===== src/rtl/lane_addsub_pkg.sv =====
// Package: shared lane-size encoding and helpers for the lane add/subtract unit.
// Assumes the granule (smallest lane) is one byte and the size code is 2 bits.
package lane_addsub_pkg;

    typedef enum logic [1:0] {
        LANE_8  = 2'd0,
        LANE_16 = 2'd1,
        LANE_32 = 2'd2,
        LANE_64 = 2'd3
    } lane_size_e;

    // Number of granules (bytes) making up one lane of the given size.
    function automatic int lane_granules(input logic [1:0] code);
        return int'(1) << code;
    endfunction

endpackage


===== src/rtl/lane_addsub_map.sv =====
// Module: lane_addsub_map
// Decodes the size code and mode bit into per-granule control: where a lane
// starts, where it ends, and whether the granule belongs to a computed lane.
// Assumes NGRAN is a power of two no smaller than the largest lane (8 granules).
module lane_addsub_map
    import lane_addsub_pkg::*;
#(
    parameter int NGRAN = 8
) (
    input  logic [1:0]       size_code,
    input  logic             packed_mode,
    output logic [NGRAN-1:0] gran_first,
    output logic [NGRAN-1:0] gran_last,
    output logic [NGRAN-1:0] gran_live
);

    // Mark lane boundaries and live granules for the selected size and mode.
    always_comb begin
        int span;
        span = lane_granules(size_code);
        for (int i = 0; i < NGRAN; i++) begin
            gran_first[i] = ((i % span) == 0);
            gran_last[i]  = (((i + 1) % span) == 0);
            gran_live[i]  = packed_mode || (i < span);
        end
    end

endmodule


===== src/rtl/lane_addsub_chain.sv =====
// Module: lane_addsub_chain
// Granule-sliced ripple adder. Subtraction is done as a + ~b + 1. The carry
// into a granule that opens a lane is the operation's own carry-in (sub), so
// no carry or borrow crosses a lane boundary. Exports each granule's carry-out.
// Assumes WORD_W is a whole multiple of GRAN_W.
module lane_addsub_chain #(
    parameter int WORD_W = 64,
    parameter int GRAN_W = 8,
    localparam int NGRAN = WORD_W / GRAN_W
) (
    input  logic [WORD_W-1:0] op_a,
    input  logic [WORD_W-1:0] op_b,
    input  logic              sub,
    input  logic [NGRAN-1:0]  gran_first,
    output logic [WORD_W-1:0] sum,
    output logic [NGRAN-1:0]  gran_cout
);

    logic [NGRAN-1:0] gran_cin;

    for (genvar g = 0; g < NGRAN; g++) begin : g_gran
        logic [GRAN_W:0]   part;
        logic [GRAN_W-1:0] b_eff;

        // Select the granule carry-in: restart at a lane start, else ripple.
        if (g == 0) begin : g_base
            always_comb gran_cin[g] = sub;
        end else begin : g_ripple
            always_comb gran_cin[g] = gran_first[g] ? sub : gran_cout[g-1];
        end

        // Add one granule with the conditionally inverted second operand.
        always_comb begin
            b_eff = op_b[g*GRAN_W +: GRAN_W] ^ {GRAN_W{sub}};
            part  = {1'b0, op_a[g*GRAN_W +: GRAN_W]} + {1'b0, b_eff}
                  + {{GRAN_W{1'b0}}, gran_cin[g]};
            sum[g*GRAN_W +: GRAN_W] = part[GRAN_W-1:0];
            gran_cout[g] = part[GRAN_W];
        end
    end

endmodule


===== src/rtl/lane_addsub_flags.sv =====
// Module: lane_addsub_flags
// Builds the carry word. For each lane, the carry-out of the lane's top
// granule (inverted for subtract, which turns it into a borrow) is placed at
// the lane's least significant bit. All other bits are zero, and the word is
// zero when no second result is requested. Assumes the same granule layout
// as lane_addsub_map.
module lane_addsub_flags
    import lane_addsub_pkg::*;
#(
    parameter int WORD_W = 64,
    parameter int GRAN_W = 8,
    localparam int NGRAN = WORD_W / GRAN_W
) (
    input  logic [NGRAN-1:0]  gran_cout,
    input  logic [NGRAN-1:0]  gran_first,
    input  logic [NGRAN-1:0]  gran_live,
    input  logic [1:0]        size_code,
    input  logic              sub,
    input  logic              dual_write,
    output logic [WORD_W-1:0] carry_word
);

    logic [NGRAN-1:0] lane_flag;

    // Fetch, for each lane-opening granule, the carry of the lane's top granule.
    always_comb begin
        int span;
        span = lane_granules(size_code);
        lane_flag = '0;
        for (int i = 0; i < NGRAN; i++) begin
            for (int j = 0; j < NGRAN; j++) begin
                if (j == i + span - 1) begin
                    lane_flag[i] = gran_cout[j] ^ sub;
                end
            end
        end
    end

    // Place each live lane's flag at its lowest bit; clear the rest.
    always_comb begin
        carry_word = '0;
        for (int i = 0; i < NGRAN; i++) begin
            carry_word[i*GRAN_W] = dual_write && gran_live[i] && gran_first[i]
                                   && lane_flag[i];
        end
    end

endmodule


===== src/rtl/lane_addsub.sv =====
// Module: lane_addsub (top)
// Lane-partitioned add/subtract for one 64-bit slice. The lane map, the carry
// chain and the flag builder are combinational. Results, the carry word and
// both destination indices are registered on a sampled in_valid; out_valid
// follows in_valid by one cycle. Assumes rst_n is synchronous and active low,
// and that wider datapaths replicate this slice.
module lane_addsub
    import lane_addsub_pkg::*;
#(
    parameter int WORD_W = 64,
    parameter int GRAN_W = 8,
    parameter int IDX_W  = 6
) (
    input  logic              clk,
    input  logic              rst_n,
    input  logic              in_valid,
    input  logic [WORD_W-1:0] op_a,
    input  logic [WORD_W-1:0] op_b,
    input  logic              sub,
    input  logic              packed_mode,
    input  logic [1:0]        size_code,
    input  logic              dual_write,
    input  logic [IDX_W-1:0]  dest_idx,
    output logic              out_valid,
    output logic [WORD_W-1:0] result,
    output logic [WORD_W-1:0] carry_word,
    output logic              out_dual,
    output logic [IDX_W-1:0]  out_dest,
    output logic [IDX_W-1:0]  out_dest2
);

    localparam int NGRAN = WORD_W / GRAN_W;

    logic [NGRAN-1:0]  gran_first;
    logic [NGRAN-1:0]  gran_last;
    logic [NGRAN-1:0]  gran_live;
    logic [NGRAN-1:0]  gran_cout;
    logic [WORD_W-1:0] raw_sum;
    logic [WORD_W-1:0] live_sum;
    logic [WORD_W-1:0] flags_nx;

    lane_addsub_map #(
        .NGRAN (NGRAN)
    ) u_map (
        .size_code   (size_code),
        .packed_mode (packed_mode),
        .gran_first  (gran_first),
        .gran_last   (gran_last),
        .gran_live   (gran_live)
    );

    lane_addsub_chain #(
        .WORD_W (WORD_W),
        .GRAN_W (GRAN_W)
    ) u_chain (
        .op_a       (op_a),
        .op_b       (op_b),
        .sub        (sub),
        .gran_first (gran_first),
        .sum        (raw_sum),
        .gran_cout  (gran_cout)
    );

    lane_addsub_flags #(
        .WORD_W (WORD_W),
        .GRAN_W (GRAN_W)
    ) u_flags (
        .gran_cout  (gran_cout),
        .gran_first (gran_first),
        .gran_live  (gran_live),
        .size_code  (size_code),
        .sub        (sub),
        .dual_write (dual_write),
        .carry_word (flags_nx)
    );

    // Clear granules that lie outside the computed lane (scalar mode).
    always_comb begin
        for (int i = 0; i < NGRAN; i++) begin
            live_sum[i*GRAN_W +: GRAN_W] = gran_live[i] ?
                raw_sum[i*GRAN_W +: GRAN_W] : '0;
        end
    end

    // Valid strobe: one cycle behind the operand strobe.
    always_ff @(posedge clk) begin
        if (!rst_n) out_valid <= 1'b0;
        else        out_valid <= in_valid;
    end

    // Result registers: load on a sampled operand strobe, hold otherwise.
    always_ff @(posedge clk) begin
        if (!rst_n) begin
            result     <= '0;
            carry_word <= '0;
            out_dual   <= 1'b0;
            out_dest   <= '0;
            out_dest2  <= '0;
        end else if (in_valid) begin
            result     <= live_sum;
            carry_word <= flags_nx;
            out_dual   <= dual_write;
            out_dest   <= dest_idx;
            out_dest2  <= {dest_idx[IDX_W-1:1], ~dest_idx[0]};
        end
    end

    // gran_last is part of the map's interface; the flag builder locates lane
    // tops from the size code instead.
    logic unused_last;
    always_comb unused_last = ^gran_last;

endmodule


===== config.mk =====
export PLATFORM = sky130hd
export DESIGN_NAME = lane_addsub
export DESIGN_NICKNAME = d
export VERILOG_FILES = /design/src/rtl/lane_addsub_pkg.sv /design/src/rtl/lane_addsub_map.sv /design/src/rtl/lane_addsub_chain.sv /design/src/rtl/lane_addsub_flags.sv /design/src/rtl/lane_addsub.sv
export SDC_FILE = /design/constraint.sdc
export NUM_CORES = 1
export LEC_CHECK = 0
export ABC_AREA = 1
export CAP_MARGIN = 20
export CORE_ASPECT_RATIO = 1.4
export CORE_MARGIN = 5
export CORE_UTILIZATION = 38
export CTS_BUF_LIST = sky130_fd_sc_hd__clkbuf_4
export DETAILED_ROUTE_END_ITERATION = 12
export GPL_TIMING_DRIVEN = 1
export PLACE_DENSITY = 0.74
export RECOVER_POWER = 50
export SYNTH_ARGS = -nofsm -noshare
export SYNTH_HDL_FRONTEND = slang
export SYNTH_SLANG_ARGS = --single-unit

===== constraint.sdc =====
create_clock -name clk -period 48.5 [get_ports clk]
set_input_delay 14.55 -clock clk [delete_from_list [all_inputs] [get_ports clk]]
set_output_delay 14.55 -clock clk [all_outputs]
set_load 0.01 [all_outputs]

Yosys cells after proc, flatten, opt, wreduce, memory -nomap -nowiden
Index checks and enable logic that the tools add are counted.
W data, S select, Z words.
- register bits after elaboration: 86
- shifts and indexed selects: 1
- divide/modulo/power cells: 8
- bitwise gates (word level): 17
- $lt $le $gt $ge: 8
- reduce and logical (&&, ||, !) cells: 48
- add/subtract/negate cells: 31
- muxes and demuxes: 79
- equality and inequality tests: 56
- operator list (kind ; count):
    $eq A4 B32 Y1 const A ; 32
    $eq A3 B32 Y1 const A ; 16
    $logic_not A32 Y1 ; 16
    $eq A2 B32 Y1 const A ; 8
    $sub A32 B2 Y32 const B ; 8
    $add A4 B32 Y32 const A ; 4
    $lt A4 B32 Y1 const A ; 4
    $mod A4 B32 Y32 const A ; 4
    $add A8 B8 Y9 ; 8
    $add A9 B1 Y9 ; 8
    $mux W1 ; 71
    $add A3 B32 Y32 const A ; 2
    $lt A3 B32 Y1 const A ; 2
    $mod A3 B32 Y32 const A ; 2
    $mux W8 ; 8
    $xor A8 B8 Y8 ; 8
    $add A2 B32 Y32 const A ; 1
    $lt A1 B32 Y1 const A ; 1
    $lt A2 B32 Y1 const A ; 1
    $mod A1 B32 Y32 const A ; 1
    $mod A2 B32 Y32 const A ; 1
    $shl A1 B2 Y32 const A ; 1
    $logic_and A1 B1 Y1 ; 24
    $logic_or A1 B1 Y1 ; 8
    2 further kinds ; 9

Depth between registers and ports, before layout
- depth after elaboration: 20
- gate-level depth with buffers: 156

Modules after synthesis
From an unflattened synthesis, not the netlist that was laid out.
- cell total of the unflattened synthesis: 2140
- area, all modules: 13668.1 um^2
- modules (own cells, without submodules) (module ; sequential area each (um^2) ; area each (um^2) ; cells an instance ; instances):
    lane_addsub ; 2742.6 ; 4984.8 ; 607 ; 1
    lane_addsub_chain ; 0.0 ; 3734.8 ; 613 ; 1
    lane_addsub_map ; 0.0 ; 3569.7 ; 696 ; 1
    lane_addsub_flags ; 0.0 ; 1378.8 ; 224 ; 1

Worst setup path before layout
Ideal clock, no wire load.
- kind: input port to flip-flop
- start: input port size_code[0]
- end: register carry_word[0]
- library setup time: 0.070 ns
- arrival time: 32.693 ns
- path buffers: 5
- data required time: 48.430 ns
- slack: 15.737 ns
- stages on the path: 151
- cell sequence: inv_1 ha_1 buf_6 clkinv_1 clkbuf_1 buf_1 ha_1 buf_4 nand2_1 inv_2 nand2_1 o21ai_0 nand4_1 o211ai_1 inv_1 nand2_1 o21ai_0 nor2_1 [... 115 more ...] fa_1 a21oi_1 nor2_1 nor2_1 nor2_1 nor2_1 o21ai_0 inv_1 nor2_1 nor2_1 nor2_1 nor2_1 xor2_1 a2111oi_0 nand3_1 nor2_1 nand4_1 a21oi_1
- word-level cells in the longest chain between the ends: 20
- RTL lines (item ; line ; RTL):
    start, declared ; lane_addsub.sv:21 ; input logic [1:0] size_code,
    $shl A1 B2 Y32 (*) ; lane_addsub_pkg.sv:14 ; return int'(1) << code;
    $mod A2 B32 Y32 ; -- ;
    $logic_not A32 Y1 ; -- ;
    $mux W1 ; lane_addsub_chain.sv:29 ; always_comb gran_cin[g] = gran_first[g] ? sub : gran_cout[g-1];
    $add A9 B1 Y9 ; lane_addsub_chain.sv:36 ; + {{GRAN_W{1'b0}}, gran_cin[g]};
    $mux W1 ; lane_addsub_chain.sv:29 ;
    $add A9 B1 Y9 ; lane_addsub_chain.sv:36 ;
    $mux W1 ; lane_addsub_chain.sv:29 ;
    [... 4 more ...] ; -- ;
    $add A9 B1 Y9 ; lane_addsub_chain.sv:36 ;
    $mux W1 ; lane_addsub_chain.sv:29 ;
    $add A9 B1 Y9 ; lane_addsub_chain.sv:36 ;
    $mux W1 ; lane_addsub_chain.sv:29 ;
    $add A9 B1 Y9 ; lane_addsub_chain.sv:36 ;
    $xor A1 B1 Y1 ; lane_addsub_flags.sv:33 ; lane_flag[i] = gran_cout[j] ^ sub;
    $mux W1 ; lane_addsub_flags.sv:32 ; if (j == i + span - 1) begin
    $logic_and A1 B1 Y1 (*) ; lane_addsub_flags.sv:44 ; && lane_flag[i];
    end signal, assigned ; lane_addsub.sv:101 ; carry_word <= flags_nx;
    end, declared ; lane_addsub.sv:26 ; output logic [WORD_W-1:0] carry_word,
Every way passes the cells marked *; elsewhere a longest branch is shown, timed or not.
A chain may end at the register's enable or synchronous reset.

Final worst setup path
Ends and elaborated chain as after synthesis.

==> out/qor.yml <==
routing:
  drt_iter0_markers: 869
  drt-vias-per-instance: 5.21
  dr.pass1.iters: 7
  highest_layer: "met4"
  met2WireLength_um: 23700
  wire_per_inst_um: 16.4
  met3_length_um: 3060
  antenna_left: 0
  num_vias: 14475
  drc: 0
  wl_met1_um: 16500
  postRouteWirelength_um: 45700
finish:
  layoutNonFillerInstCount: 2777
  fillCellCount: 3540
  layout-drive-gt1-share_pct: 8.15
  layout_commonest_cell: "nand2_1"
  layout_common_cells: "nand2_1 (501), nor2_1 (301), inv_1 (229)"
  seq_area_mm2: 0.00162
  area_growth_pct: 18.2
  nNetsFinal: 2558
  multi_input_area_mm2: 0.00956
  final_cell_area_mm2: 0.0152
global_route:
  grt_pass1_wl_um: 72400
  antenna_found_initial: 2
  grt_pass1_vias: 14340
  grt_usage_pct: 23.5
  grt_overflow: 0
  grt_max_degree: 83
clock_tree:
  postCtsSetupBuffers: 0
  cts_hold_buf: 0
  cts_tree: "yes"
  numCtsBuffers: 9
  clk_root_buffer_cell: "clkbuf_4"
  clk_pin_slew_worst_paths_ns: 0.13
  cts_resized: 0
  cts_sinks: 81
  htree_levels: 3
  clock_latency_ns: 0.49
  cts_max_path_buffers: 2
synthesis:
  ys.flop_type: "dfxtp_1"
  synth_area_per_cell_um2: 6.00
  synth_edf_count: 0
  synth_cells: 2144
  synth_mux_area_share_pct: 0
  ys_warn_count: 0
  synth_compound_area_share_pct: 15.6
  synth_xor_area_share_pct: 6.40
  synthAdderAreaFrac_pct: 9.72
  synth_top_family_by_area: "simple AND/OR/NAND/NOR gates"
  synthSimpleGateAreaFrac_pct: 40.9
  synth_seq_cells: 81
  synth_cell_type_count: 70
  seq_area_frac_synth_pct: 12.6
  synthArstFlopShare_pct: 0
  synthesis.area_mm2: 0.0129
timing:
  setup_viol: 0
  slew_headroom_pct: -162
  max_freq_ghz: 0.0276
  post-route-period-util_pct: 74.7
  rsz0062_at_grt: "no"
  worst_slew_pin_slew_ns: 3.94
  period_minus_slack_ns: 36.23
  report.final.hold_viol_count: 0
  fin_setup_tns_ns: 0
  slew_viol_final: 83
  fin_worst_skew_ns: 0
run:
  maxCapViolCount: 1
pwr:
  power.density_mw_per_mm2: 20.6
  peakVddDrop_mv: 0.0151
  p_leak_nw: 7.31
die:
  die_h_um: 228
  dieArea_mm2: 0.0377
  fp-row-count: 79
  die_w_um: 166
  start_util_pct: 38.5
  core_mm2: 0.0334
  io_pins: 284
worst_setup_path:
  rr_startpoint: "carry_word[40]"
  reg2reg_to: "carry_word[40]"
  endpoint: "carry_word[0]"
  max_stage_delay_ns: 0.74
  cp-end-kind: "flip-flop"
  cp_common_cell: "nor2_1"
  reg2reg_slack_ns: 47.67
  crit_slowest_cell: "a2111oi_0"
  ff2ff_path_depth: 2
  crit_path_start_kind: "input port"
  cp.required_ns: 48.93
  worstPathArrival_ns: 36.66
  criticalPathCategory: "input port to flip-flop"
  crit_fanout: 19
  crit_path_start: "size_code[0]"
placement:
  placed_area_mm2: 0.0151
  gp_congestion: 0.956
  portBuffers: 227
  dp.cells: 2759
  dp_hpwl_um: 37000
hold_path:
  hold_class: "flip-flop to flip-flop"
outcome:
  violations: "capacitance limit, slew limit"
  status: "finished, violations left"
final cells by class:
| class | count | share of cell area (%) |
|---|---|---|
| antenna | 2 | 0.0329 |
| clock buffer | 9 | 0.444 |
| clock inverter | 7 | 0.238 |
| inverter | 266 | 6.66 |
| multi-input combinational | 1728 | 62.8 |
| sequential | 81 | 10.7 |
| tap | 445 | 3.66 |
| timing repair buffer | 239 | 15.5 |
sequential cells by signal, indices dropped and copies added, names as in the netlist:
register / count
carry_word: 8
result: 64
out_dest: 6
out_dual: 1
out_valid: 1
out_dest2: 1
how the worst min path moves through the flow:
| stage | startpoint | endpoint | cells after the start |
|---|---|---|---|
| 6_report | out_dest[0] | out_dest[0] | 2 |
| 5_1_grt | result[8] | result[8] | 2 |
| 4_1_cts | out_dest[0] | out_dest[0] | 2 |
| 3_5_place_dp | out_dest[0] | out_dest[0] | 2 |
| 3_3_place_gp | out_dest[0] | out_dest[0] | 2 |
| 2_1_floorplan | out_dest[0] | out_dest[0] | 2 |
synth_stat cells (3+ instances only):
cell        n  share of area (%)
fa_1       15                2.3
inv_1     230                6.7
nor2_4     17                1.5
o21ai_2     4               0.27
nor2_2     16               0.78
nand4_4     3               0.50
buf_1       3              0.087
buf_4      68                4.0
a21oi_2     7               0.48
a21oi_1   140                5.4
nand3b_1    4               0.23
inv_4       3               0.15
clkinv_1    6               0.17
or2_2       3               0.15
nand2_4     7               0.61
nand3_1   131                5.1
clkbuf_8    3               0.32
ha_1       76                7.4
nand3b_2    3               0.26
o22ai_1     6               0.29
nor2_8      3               0.47
xor2_1     91                6.2
nand3_2    27                2.1
a211oi_1    3               0.17
nand4_1    42                2.0
dfxtp_1    81                 13
clkbuf_1   30               0.87
a31oi_1    15               0.73
nor2_1    301                8.8
o41ai_1     5               0.34
o31ai_1     9               0.52
o21ai_0   125                4.9
nand2_2    34                1.7
nand2_1   501                 15
nor3_1     23               0.89
nand4_2     4               0.39
xnor2_1     3               0.20
inv_2      24               0.70
nor4_1      3               0.15
buf_6      13                1.1
o21ai_1     9               0.35
o221ai_1    3               0.20
o211ai_1   13               0.76
metrics by stage:
stage          utilization (%)  setup slack, ns  total power, mW  hold slack (ns)
3_3_place_gp              45.2            12.74            0.275            0.450
3_5_place_dp              45.2            12.06            0.277            0.455
5_1_grt                   45.5             9.76            0.341            0.491
4_1_cts                   45.5            12.51            0.315            0.474
2_1_floorplan                -            15.74            0.217            0.483
6_report                  45.5            12.27            0.313            0.469
critical path: cells and delay by family:
family | cells | cell delay, ns
xor gates and xnor gates | 1 | 0.14
AOI/OAI and AO/OA | 34 | 6.14
buffers and inverters | 20 | 2.66
and+or+nand+nor | 78 | 7.25
adders and majority gates | 14 | 5.89
logic make-up after synthesis:
logic type | count (synthesis)
and+or+nand+nor | 1131
buffers and inverters | 390
AOI/OAI and AO/OA | 356
xor gates and xnor gates | 94
adders and majority gates | 91
DFF | 81
other | 1
where the power goes:
| group | switching (mW) | internal (mW) |
|---|---|---|
| Sequential | 0.00311 | 0.0724 |
| Clock | 0.0272 | 0.00992 |
| Combinational | 0.128 | 0.0716 |
| Total | 0.159 | 0.154 |
layer usage:
| metal | vias to the layer above | GRT usage (%) |
|---|---|---|
| met5 | - | 0 |
| met4 | 0 | 12.6 |
| met3 | 133 | 4.94 |
| met2 | 554 | 43.5 |
| met1 | 6558 | 24.3 |
| li1 | 7230 | - |
Note: power is estimated with default switching activity, not from simulation.
